===== src/rtl/tick_timer_pkg.sv =====
package tick_timer_pkg;

    localparam int WORD_W   = 32;
    localparam int RUN_BIT  = 31;
    localparam int RPT_BIT  = 30;
    localparam int ACK_BIT  = 30;
    localparam int ACK_OFFS = 4;

    typedef enum logic [1:0] {
        SEL_NONE = 2'd0,
        SEL_LOAD = 2'd1,
        SEL_ACK  = 2'd2
    } reg_sel_e;

endpackage


===== src/rtl/tick_timer_decode.sv =====
module tick_timer_decode
    import tick_timer_pkg::*;
#(
    parameter int              ADDR_W    = 12,
    parameter logic [ADDR_W-1:0] BASE_ADDR = '0
) (
    input  logic [ADDR_W-1:0] addr_i,
    output reg_sel_e          sel_o
);

    localparam logic [ADDR_W-1:0] LOAD_ADDR = BASE_ADDR;
    localparam logic [ADDR_W-1:0] ACK_ADDR  = BASE_ADDR + ADDR_W'(ACK_OFFS);

    always_comb begin
        if (addr_i == LOAD_ADDR) begin
            sel_o = SEL_LOAD;
        end else if (addr_i == ACK_ADDR) begin
            sel_o = SEL_ACK;
        end else begin
            sel_o = SEL_NONE;
        end
    end

endmodule


===== src/rtl/tick_timer_core.sv =====
module tick_timer_core #(
    parameter int CNT_W = 29
) (
    input  logic             clk,
    input  logic             rst_n,
    input  logic             tick_i,
    input  logic             load_i,
    input  logic             load_run_i,
    input  logic             load_rpt_i,
    input  logic [CNT_W-1:0] load_cnt_i,
    input  logic             ack_i,
    output logic             run_o,
    output logic             rpt_o,
    output logic [CNT_W-1:0] cnt_o,
    output logic [CNT_W-1:0] reload_o,
    output logic             irq_o
);

    typedef struct packed {
        logic             run;
        logic             rpt;
        logic [CNT_W-1:0] reload;
        logic [CNT_W-1:0] cnt;
        logic             irq;
    } tmr_state_t;

    tmr_state_t st_d, st_q;
    logic       expire;

    always_comb begin
        st_d   = st_q;
        expire = st_q.run && tick_i && (st_q.cnt == '0) && !load_i;

        if (load_i) begin
            st_d.run    = load_run_i;
            st_d.rpt    = load_rpt_i;
            st_d.reload = load_cnt_i;
            st_d.cnt    = load_cnt_i;
        end else if (st_q.run && tick_i) begin
            if (st_q.cnt == '0) begin
                if (st_q.rpt) begin
                    st_d.cnt = st_q.reload;
                end else begin
                    st_d.run = 1'b0;
                end
            end else begin
                st_d.cnt = st_q.cnt - CNT_W'(1);
            end
        end

        if (expire) begin
            st_d.irq = 1'b1;
        end else if (ack_i) begin
            st_d.irq = 1'b0;
        end
    end

    always_ff @(posedge clk) begin
        if (!rst_n) begin
            st_q <= '0;
        end else begin
            st_q <= st_d;
        end
    end

    assign run_o    = st_q.run;
    assign rpt_o    = st_q.rpt;
    assign cnt_o    = st_q.cnt;
    assign reload_o = st_q.reload;
    assign irq_o    = st_q.irq;

endmodule


===== src/rtl/tick_timer.sv =====
module tick_timer
    import tick_timer_pkg::*;
#(
    parameter int                ADDR_W    = 12,
    parameter logic [ADDR_W-1:0] BASE_ADDR = '0,
    parameter int                CNT_W     = 29
) (
    input  logic              clk,
    input  logic              rst_n,
    input  logic              tick_i,
    input  logic              bus_wr_i,
    input  logic [ADDR_W-1:0] bus_addr_i,
    input  logic [WORD_W-1:0] bus_wdata_i,
    output logic [WORD_W-1:0] bus_rdata_o,
    output logic              irq_o
);

    reg_sel_e         sel;
    logic             load_wr;
    logic             ack_wr;
    logic             run_w;
    logic             rpt_w;
    logic [CNT_W-1:0] cnt_w;
    logic [CNT_W-1:0] reload_w;
    logic             unused_wbits;

    tick_timer_decode #(
        .ADDR_W    (ADDR_W),
        .BASE_ADDR (BASE_ADDR)
    ) u_decode (
        .addr_i (bus_addr_i),
        .sel_o  (sel)
    );

    assign load_wr      = bus_wr_i && (sel == SEL_LOAD);
    assign ack_wr       = bus_wr_i && (sel == SEL_ACK) && bus_wdata_i[ACK_BIT];
    assign unused_wbits = ^bus_wdata_i[RPT_BIT-1:CNT_W];

    tick_timer_core #(
        .CNT_W (CNT_W)
    ) u_core (
        .clk        (clk),
        .rst_n      (rst_n),
        .tick_i     (tick_i),
        .load_i     (load_wr),
        .load_run_i (bus_wdata_i[RUN_BIT]),
        .load_rpt_i (bus_wdata_i[RPT_BIT]),
        .load_cnt_i (bus_wdata_i[CNT_W-1:0]),
        .ack_i      (ack_wr),
        .run_o      (run_w),
        .rpt_o      (rpt_w),
        .cnt_o      (cnt_w),
        .reload_o   (reload_w),
        .irq_o      (irq_o)
    );

    always_comb begin
        bus_rdata_o = '0;
        case (sel)
            SEL_LOAD: begin
                bus_rdata_o[RUN_BIT]     = run_w;
                bus_rdata_o[RPT_BIT]     = rpt_w;
                bus_rdata_o[CNT_W-1:0]   = cnt_w;
            end
            SEL_ACK: begin
                bus_rdata_o[ACK_BIT]     = irq_o;
            end
            default: begin
                bus_rdata_o = '0;
            end
        endcase
    end

endmodule


===== config.mk =====
export PLATFORM = sky130hd
export DESIGN_NAME = tick_timer
export DESIGN_NICKNAME = d
export VERILOG_FILES = /design/src/rtl/tick_timer_pkg.sv /design/src/rtl/tick_timer_decode.sv /design/src/rtl/tick_timer_core.sv /design/src/rtl/tick_timer.sv
export SDC_FILE = /design/constraint.sdc
export NUM_CORES = 1
export LEC_CHECK = 0
export BUFFER_PORTS_ARGS = -buffer_cell sky130_fd_sc_hd__buf_2
export CAP_MARGIN = 10
export CORE_AREA = 2 2 98 81
export DETAILED_ROUTE_END_ITERATION = 7
export DIE_AREA = 0 0 100 83
export PLACE_DENSITY = 0.74
export SLEW_MARGIN = 5
export SYNTH_ARGS = -nofsm -noshare
export SYNTH_HDL_FRONTEND = slang
export SYNTH_SLANG_ARGS = --single-unit

===== constraint.sdc =====
create_clock -name clk -period 2.3 [get_ports clk]
set_input_delay 0.46 -clock clk [delete_from_list [all_inputs] [get_ports clk]]
set_output_delay 0.46 -clock clk [all_outputs]
set_load 0.02 [all_outputs]

Yosys cells after proc, flatten, opt, wreduce, memory -nomap -nowiden
Index checks and enable logic that the tools add are counted.

Eq/ne operators: 5. $mul: 0. $add $sub $neg: 1. Shifts and indexed selects: 0. Order comparisons: 0. Bitwise logic cells: 0. Divide/modulo/power cells: 0. Reductions and logical operators: 14. Mux-type cells: 15.

Operators by type and width (count): 29-bit 2-to-1 mux (5); 29-bit zero test (1); 29-bit by 1-bit subtractor with 29-bit output, second input constant (1); 12-bit by 3-bit equality test with 1-bit output, second input constant (1); 12-bit zero test (1); 1-bit 2-to-1 mux (7); 1-bit logical AND (6); 2-bit nonzero test (3); 2-bit 2-to-1 mux (2); 3-bit by 1-bit inequality test with 1-bit output, second input constant (1); 3-bit AND reduction (1); 2-bit by 1-bit equality test with 1-bit output, second input constant (1); 2-bit equality test, second input constant (1); 2-bit by 1-bit inequality test with 1-bit output, second input constant (1); 1-bit one-hot mux with 2 select lines (1); 2-bit AND reduction (1); 1-bit zero test (1).

Bits in latches: 0. Word-level logic and storage cells: 40. Bits in read-only memories: 0. Memories kept: 0. Bits in registers: 61. Output and inout port bits: 33. Memory bits (writable): 0.

Longest topological paths before layout
Gate-level depths: netlist of run 1.

Word-level depth: 8. Gate-level depth with buffers: 11. Depth with buffers taken out: 8.

Cells and area by module
Synthesis of run 1 repeated with hierarchy kept, for this count alone.

Cell total of the unflattened synthesis: 466. Area, all modules: 3686.0 µm².

Modules (own cells, without submodules): tick_timer_core (cells each 417, area an instance 3330.7 µm², instances 1, seq. area each 1221.2 µm²); tick_timer (cells each 43, area an instance 309.0 µm², instances 1, seq. area each 0.0 µm²); tick_timer_decode (cells each 6, area an instance 46.3 µm², instances 1, seq. area each 0.0 µm²).

Least setup slack after synthesis of run 1
OpenSTA, ideal clock, no wires.

Path type: reg2reg. From: reg u_core.st_q, in the netlist u_core.cnt_o[0]. To: reg u_core.st_q, in the netlist u_core.cnt_o[23]. Buffers on the path: 2. Path slack: -0.240 ns. Stages on the path, launching flop included: 11. Library setup time: 0.117 ns. Period minus slack after synthesis: 2.540 ns. Arrival: 2.422 ns. Cell sequence: dfxtp_1 -> inv_1 -> ha_1 -> or4b_1 -> buf_2 -> nor4_4 -> nand3_2 -> o31a_1 -> buf_6 -> and2_4 -> a32o_1.

Longest elaborated chain between the ends: 4. Elaborated cells between the ends (all ways): 7. Those cells by class: 1 x add/sub; 1 x eq/ne; 3 x mux; 2 x reduce/logical.

Ends and longest elaborated chain: start, declared (line tick_timer_core.sv:27) `tmr_state_t st_d, st_q;`; start signal, assigned (line tick_timer_core.sv:62) `st_q <= st_d;`; 29-bit by 1-bit subtractor with 29-bit output / 29-bit zero test (equally long branches) (line tick_timer_core.sv:47, tick_timer_core.sv:40); 29-bit 2-to-1 mux (line tick_timer_core.sv:40) `if (st_q.cnt == '0) begin`; 29-bit 2-to-1 mux (line tick_timer_core.sv:39) `end else if (st_q.run && tick_i) begin`; 29-bit 2-to-1 mux (line tick_timer_core.sv:34) `if (load_i) begin`.

Several ways; a longest one is shown, not always the timed one. The select of a mux whose other input is x is not followed. A chain may end at the register's enable or synchronous reset.

Worst setup path in the final report of run 1
From: reg u_core.st_q, in the netlist u_core.cnt_o[0]. To: reg u_core.st_q, in the netlist u_core.cnt_o[15].

The elaborated chain is that of the path after synthesis.

==> metrics, run 1 <==
via count=3,983; path type of the worst setup path=reg2reg; row count=28; Sink Count=61; Tcrit/Tclk final=1.03; Die W=100 um; initial drt markers=412; starting density of the core=0.480; Congestion Overflow GR=0; first-pass GRT wire length=17,400 um; clk_lat worst skew=0.35 ns; port bufs=78; failing checks=negative setup slack; largest net degree at the start of global routing=50; Mean Syn Cell Area=7.69 um2; Seq/Total Area, Yosys=0.349; I/O pin cnt=81; clock buffer count from CTS=9; reg2reg start=u_core.cnt_o[0]$_SDFFE_PN0P_; DRC Markers=0; Worst Hold Launch=bus_wdata_i[31]; most common cell after layout, fill and taps aside=nand2_1; Synth Instances=455; die height=83 um; Slew Limit Fails=0; crit-path max FO=7; post-DR vias/cell=5.88; Final Setup Violations=19; library cells used by synthesis=52; PwrDens=423 mW/mm2; clock period minus worst slack=2.37 ns; Placeable Area=0.00729 mm2; H-tree levels=3; layout cells sized above 1=0.332; FMAX=422 MHz; critical path launch point=u_core.cnt_o[0]$_SDFFE_PN0P_; TritonCTS clock tree=done; drt pass-1 iters=6; status=finished, violations left; pre-CTS setup slack=-0.0769 ns; final hold vios=0; Die Area=0.00830 mm2; maximum vdd drop=0.000333 V; drt wl/cell=16.6 um; number of diodes=0; vias in the first global route=3,725; Fillers=615; hold crit path type=in2reg; Tightest Pin Transition=0.598 ns; clock root buffer=clkbuf_8; Net Count, Synth=504; #FFs+latches synth=61; fin worst setup slack=-0.0677 ns; post-DP HPWL=7750 um; unrepaired setup endpoints after global routing=yes; Post-synth EDFFs=0; Crit path arrival time=2.60 ns; clock tree buffer depth=2; Antenna Nets Post-Route=0; synthesized area=0.00350 mm2; final wirelength=11,300 um; total track usage=0.261; initial antenna violation count=0; type of origin of the critical path=flop; fin util=0.658; NumNets Final=632; Synthesis Warnings=0; Final Skew=0.00684 ns; async set or reset register ratio after synthesis=0; Crit. End Element=flop; Lkg Pwr=0.00202 uW; Max Cap Violations=0; CTS clock-pin slew for the worst setup and hold paths=0.07 ns; area delta synth->final=36.9%; Synth Flop Type=dfxtp_1; most frequent cells in the layout=nand2_1 (81), buf_2 (71), buf_4 (66); GPL Wtd Cong=0.858; Rel. slew slack=0.601; worst endpoint required time=2.54 ns
-- metrics by stage --
step	std cells	power [uW]	hold slack [ns]	setup TNS, ns	area [um2]
final	677	2030	0.366	-0.420	4790
after CTS	673	2030	0.362	-0.0729	4610
after detailed placement	656	1170	0.457	-0.303	4410
after global routing	677	2090	0.362	-2.02	4790
after floorplan	455	1110	0.437	-4.43	3550
after global placement	656	1160	0.444	-0.0510	4410
-- layout make-up --
type | instances | area [um2] | share of cell area
clock buffers | 14 | 173 | 0.0360
clock inverters | 1 | 5.00 | 0.00104
inverters | 4 | 15.0 | 0.00313
multi-input cells | 356 | 2230 | 0.466
flip-flops and latches | 61 | 1220 | 0.255
well taps | 90 | 113 | 0.0235
repair buffers | 151 | 1030 | 0.215
-- worst paths after layout --
| kind | slack, ns | cells after the start | endpoint |
|---|---|---|---|
| worst max-delay path | -0.07 | 9 | u_core.cnt_o[15]$_SDFFE_PN0P_ |
| worst max register to register | -0.07 | 9 | u_core.cnt_o[15]$_SDFFE_PN0P_ |
| worst min register to register | 0.46 | 2 | u_core.reload_o[10]$_SDFFE_PN0P_ |
| worst min-delay path | 0.37 | 3 | u_core.run_o$_SDFFE_PN0P_ |
-- repair_timing --
item	in CTS	in global routing
hold buffers	0	0
gates cloned	0	2
pin swaps	0	5
setup endpoints to repair	16	49
gates resized for setup	1	44
buffers inserted	2	2
-- kinds of logic after synthesis --
| family | after synthesis | share of synthesized area |
|---|---|---|
| DFF | 61 | 0.349 |
| and+or+nand+nor | 208 | 0.305 |
| buffers and inverters | 38 | 0.0497 |
| xor gates and xnor gates | 11 | 0.0275 |
| adders and majority gates | 1 | 0.00357 |
| AOI/OAI and AO/OA | 134 | 0.262 |
| other | 1 | 0.00107 |
| muxes | 1 | 0.00286 |
-- flip-flops by register name, summed over array words and instances (netlist names) --
signal / cells
u_core.cnt_o: 29
u_core.reload_o: 29
u_core.irq_o: 1
u_core.rpt_o: 1
u_core.run_o: 1
-- report_power, final --
| group | internal (uW) | leakage, uW | switching, uW | total [uW] |
|---|---|---|---|---|
| clock network | 472 | 0.0000926 | 405 | 877 |
| registers | 1060 | 0.000492 | 0.0435 | 1060 |
| logic | 48.9 | 0.00144 | 46.5 | 95.4 |
-- cells in the mapped netlist, drive strengths merged, types with 4 or more instances --
master,n,share of area
o21ai,34,0.049
nand2,81,0.087
a31oi,13,0.023
nor3,13,0.019
or4,5,0.012
inv,4,0.0043
a21boi,32,0.069
a32o,4,0.011
o31ai,4,0.0086
buf,8,0.018
or3,6,0.011
nor2,21,0.023
xnor2,6,0.015
clkbuf,26,0.028
o211ai,20,0.043
nand3,15,0.023
dfxtp,61,0.35
nand4,12,0.021
a21oi,8,0.011
nor4,11,0.024
and2,31,0.056
xor2,5,0.013
-- per-layer routing --
metal / share of wire / track usage / routed length [um] / up-vias
li1: - / - / - / 1920
met1: 0.44 / 0.336 / 4990 / 1852
met2: 0.46 / 0.420 / 5170 / 194
met3: 0.087 / 0.0766 / 979 / 17
met4: 0.012 / 0.0809 / 131 / 0
met5: 0 / 0 / 0 / -
-- critical path: stages (launching register included) --
cell and delay [ns]:
dfxtp_2 0.32, inv_2 0.07, ha_4 0.15, or4b_4 0.49, nor4_4 0.28, nand3_2 0.12, o31a_1 0.32, buf_6 0.16
o21a_1 0.10, o221a_1 0.24
(Power assumes the default switching activity.)
==> run 2: changes to the inputs <==
--- a/config.mk
+++ b/config.mk
@@ -11,6 +11,7 @@
 export DETAILED_ROUTE_END_ITERATION = 7
 export DIE_AREA = 0 0 100 83
 export PLACE_DENSITY = 0.74
+export RECOVER_POWER = 100
 export SLEW_MARGIN = 5
 export SYNTH_ARGS = -nofsm -noshare
 export SYNTH_HDL_FRONTEND = slang
==> run 2 against run 1 <==
- the run still ends with negative setup slack left
- clock-buffer cell count unchanged
- via count increased by 0.53%
- sequential cell count unchanged
- largest cell class unchanged
==> metrics, run 2 (synthesized netlist as in run 1, its figures left out) <==
type of origin of the critical path=flop; Slew Limit Fails=0 (unchanged); Crit. End Element=flop; Rel. slew slack=0.604 (+0.00256); clock buffer count from CTS=9 (unchanged); I/O pin cnt=81 (unchanged); # hold bufs at CTS=0 (unchanged); worst endpoint required time=2.53 ns (about the same); Die Area=0.00830 mm2 (unchanged); R2R cell count=9 (unchanged); PwrDens=426 mW/mm2 (+0.61%); FMAX=422 MHz (-0.17%); Lkg Pwr=0.00198 uW (-1.9%); placed cell area=0.00441 mm2 (unchanged); Placeable Area=0.00729 mm2 (unchanged); final wirelength=11,200 um (-0.35%); initial antenna violation count=0 (unchanged); DRC Markers=0 (unchanged); maximum vdd drop=0.000332 V (-0.21%); Worst Hold Depth=3 (unchanged); Crit path arrival time=2.61 ns (about the same); final hold vios=0 (unchanged); post-DR vias/cell=5.91 (+0.53%); failing checks=negative setup slack; initial drt markers=365 (-11%); TritonCTS clock tree=done; drt pass-1 iters=5 (-1); row count=28 (unchanged); post-DP HPWL=7750 um (unchanged); fin worst setup slack=-0.0718 ns (-0.00413 ns); status=finished, violations left; Tightest Pin Transition=0.594 ns (-0.00384 ns); NumNets Final=632 (unchanged); clock root buffer=clkbuf_8; Congestion Overflow GR=0 (unchanged); first-pass GRT wire length=17,400 um (unchanged); CTS clock-pin slew for the worst setup and hold paths=0.06 ns (about the same); number of diodes=0 (unchanged); Total Power=2020 uW (-0.33%); Final Skew=0.00606 ns (-0.000786 ns); path type of the worst setup path=reg2reg; unrepaired setup endpoints after global routing=yes; pre-CTS setup slack=-0.0769 ns (unchanged); via count=4,004 (+0.53%); clock tree buffer depth=2 (unchanged); starting density of the core=0.480 (unchanged); most common cell after layout, fill and taps aside=nand2_1; total track usage=0.261 (unchanged); port bufs=78 (unchanged); die height=83 um (unchanged); setup TNS=-0.497 ns (-0.0772 ns); hold slack=0.368 ns (+0.00166 ns); Post-Layout Inst Area=0.00475 mm2 (-0.94%); drt wl/cell=16.6 um (-0.35%); GPL Wtd Cong=0.858 (unchanged); H-tree levels=3 (unchanged); most frequent cells in the layout=nand2_1 (81), buf_2 (67), buf_4 (59), dfxtp_1 (59), a21boi_0 (32); Die W=100 um (unchanged); Max Cap Violations=0 (unchanged); Final Setup Violations=20 (+1); clock period minus worst slack=2.37 ns (+0.00413 ns); clk_lat worst skew=0.35 ns (about the same); vias in the first global route=3,725 (unchanged); Tcrit/Tclk final=1.03 (+0.00180); largest net degree at the start of global routing=50 (unchanged); Fillers=631 (+2.6%); Sink Count=61 (unchanged); area delta synth->final=35.6%; crit-path max FO=7 (unchanged); hold crit path type=in2reg; Antenna Nets Post-Route=0 (unchanged); layout cells sized above 1=0.315 (-0.0170)
[run 2: where the power goes]
part           internal (uW)  switching [uW]  total, uW
clock network            472             401        873
registers               1060          0.0441       1060
logic                   47.8            44.6       92.4
[run 2: worst max-delay path, stage by stage, from the launching register on]
cell and delay, ns:
dfxtp_2 0.32, inv_2 0.07, ha_4 0.15, or4b_4 0.49, nor4_4 0.28, nand3_2 0.12, o31a_1 0.32, buf_6 0.16
o21a_1 0.10, o221a_1 0.24
[run 2: repair_timing]
item | 4_1_cts | 5_1_grt
resized for setup | 1 | 44
cloned | 0 | 2
pin swaps | 0 | 5
endpoints found under the setup margin | 16 | 49
buffers inserted | 2 | 2
[run 2: cell type report]
cell class	count	area (um2)	area share
Clock inverter	1	5.00	0.00105
Clock buffer	14	173	0.0364
Timing Repair Buffer	151	1000	0.212
Inverter	4	15.0	0.00316
Multi-Input combinational cell	356	2210	0.466
Tap cell	90	113	0.0237
Sequential cell	61	1220	0.258
[run 2: worst paths after layout]
path	startpoint	end	slack, ns
setup / recovery	u_core.cnt_o[0]$_SDFFE_PN0P_	u_core.cnt_o[15]$_SDFFE_PN0P_	-0.07
hold reg to reg	u_core.reload_o[10]$_SDFFE_PN0P_	u_core.reload_o[10]$_SDFFE_PN0P_	0.46
setup reg to reg	u_core.cnt_o[0]$_SDFFE_PN0P_	u_core.cnt_o[15]$_SDFFE_PN0P_	-0.07
hold / removal	bus_wdata_i[31]	u_core.run_o$_SDFFE_PN0P_	0.37
[run 2: per-layer routing]
layer	vias up	routed length [um]	track usage
met1	1850	4980	0.336
met3	28	1030	0.0766
met2	207	5050	0.420
li1	1919	-	-
met4	0	174	0.0809
met5	-	0	0
[run 2: through the flow]
step | instances | utilization
6_report | 677 | 0.652
4_1_cts | 673 | 0.633
2_1_floorplan | 455 | -
3_3_place_gp | 656 | 0.606
5_1_grt | 677 | 0.652
3_5_place_dp | 656 | 0.606
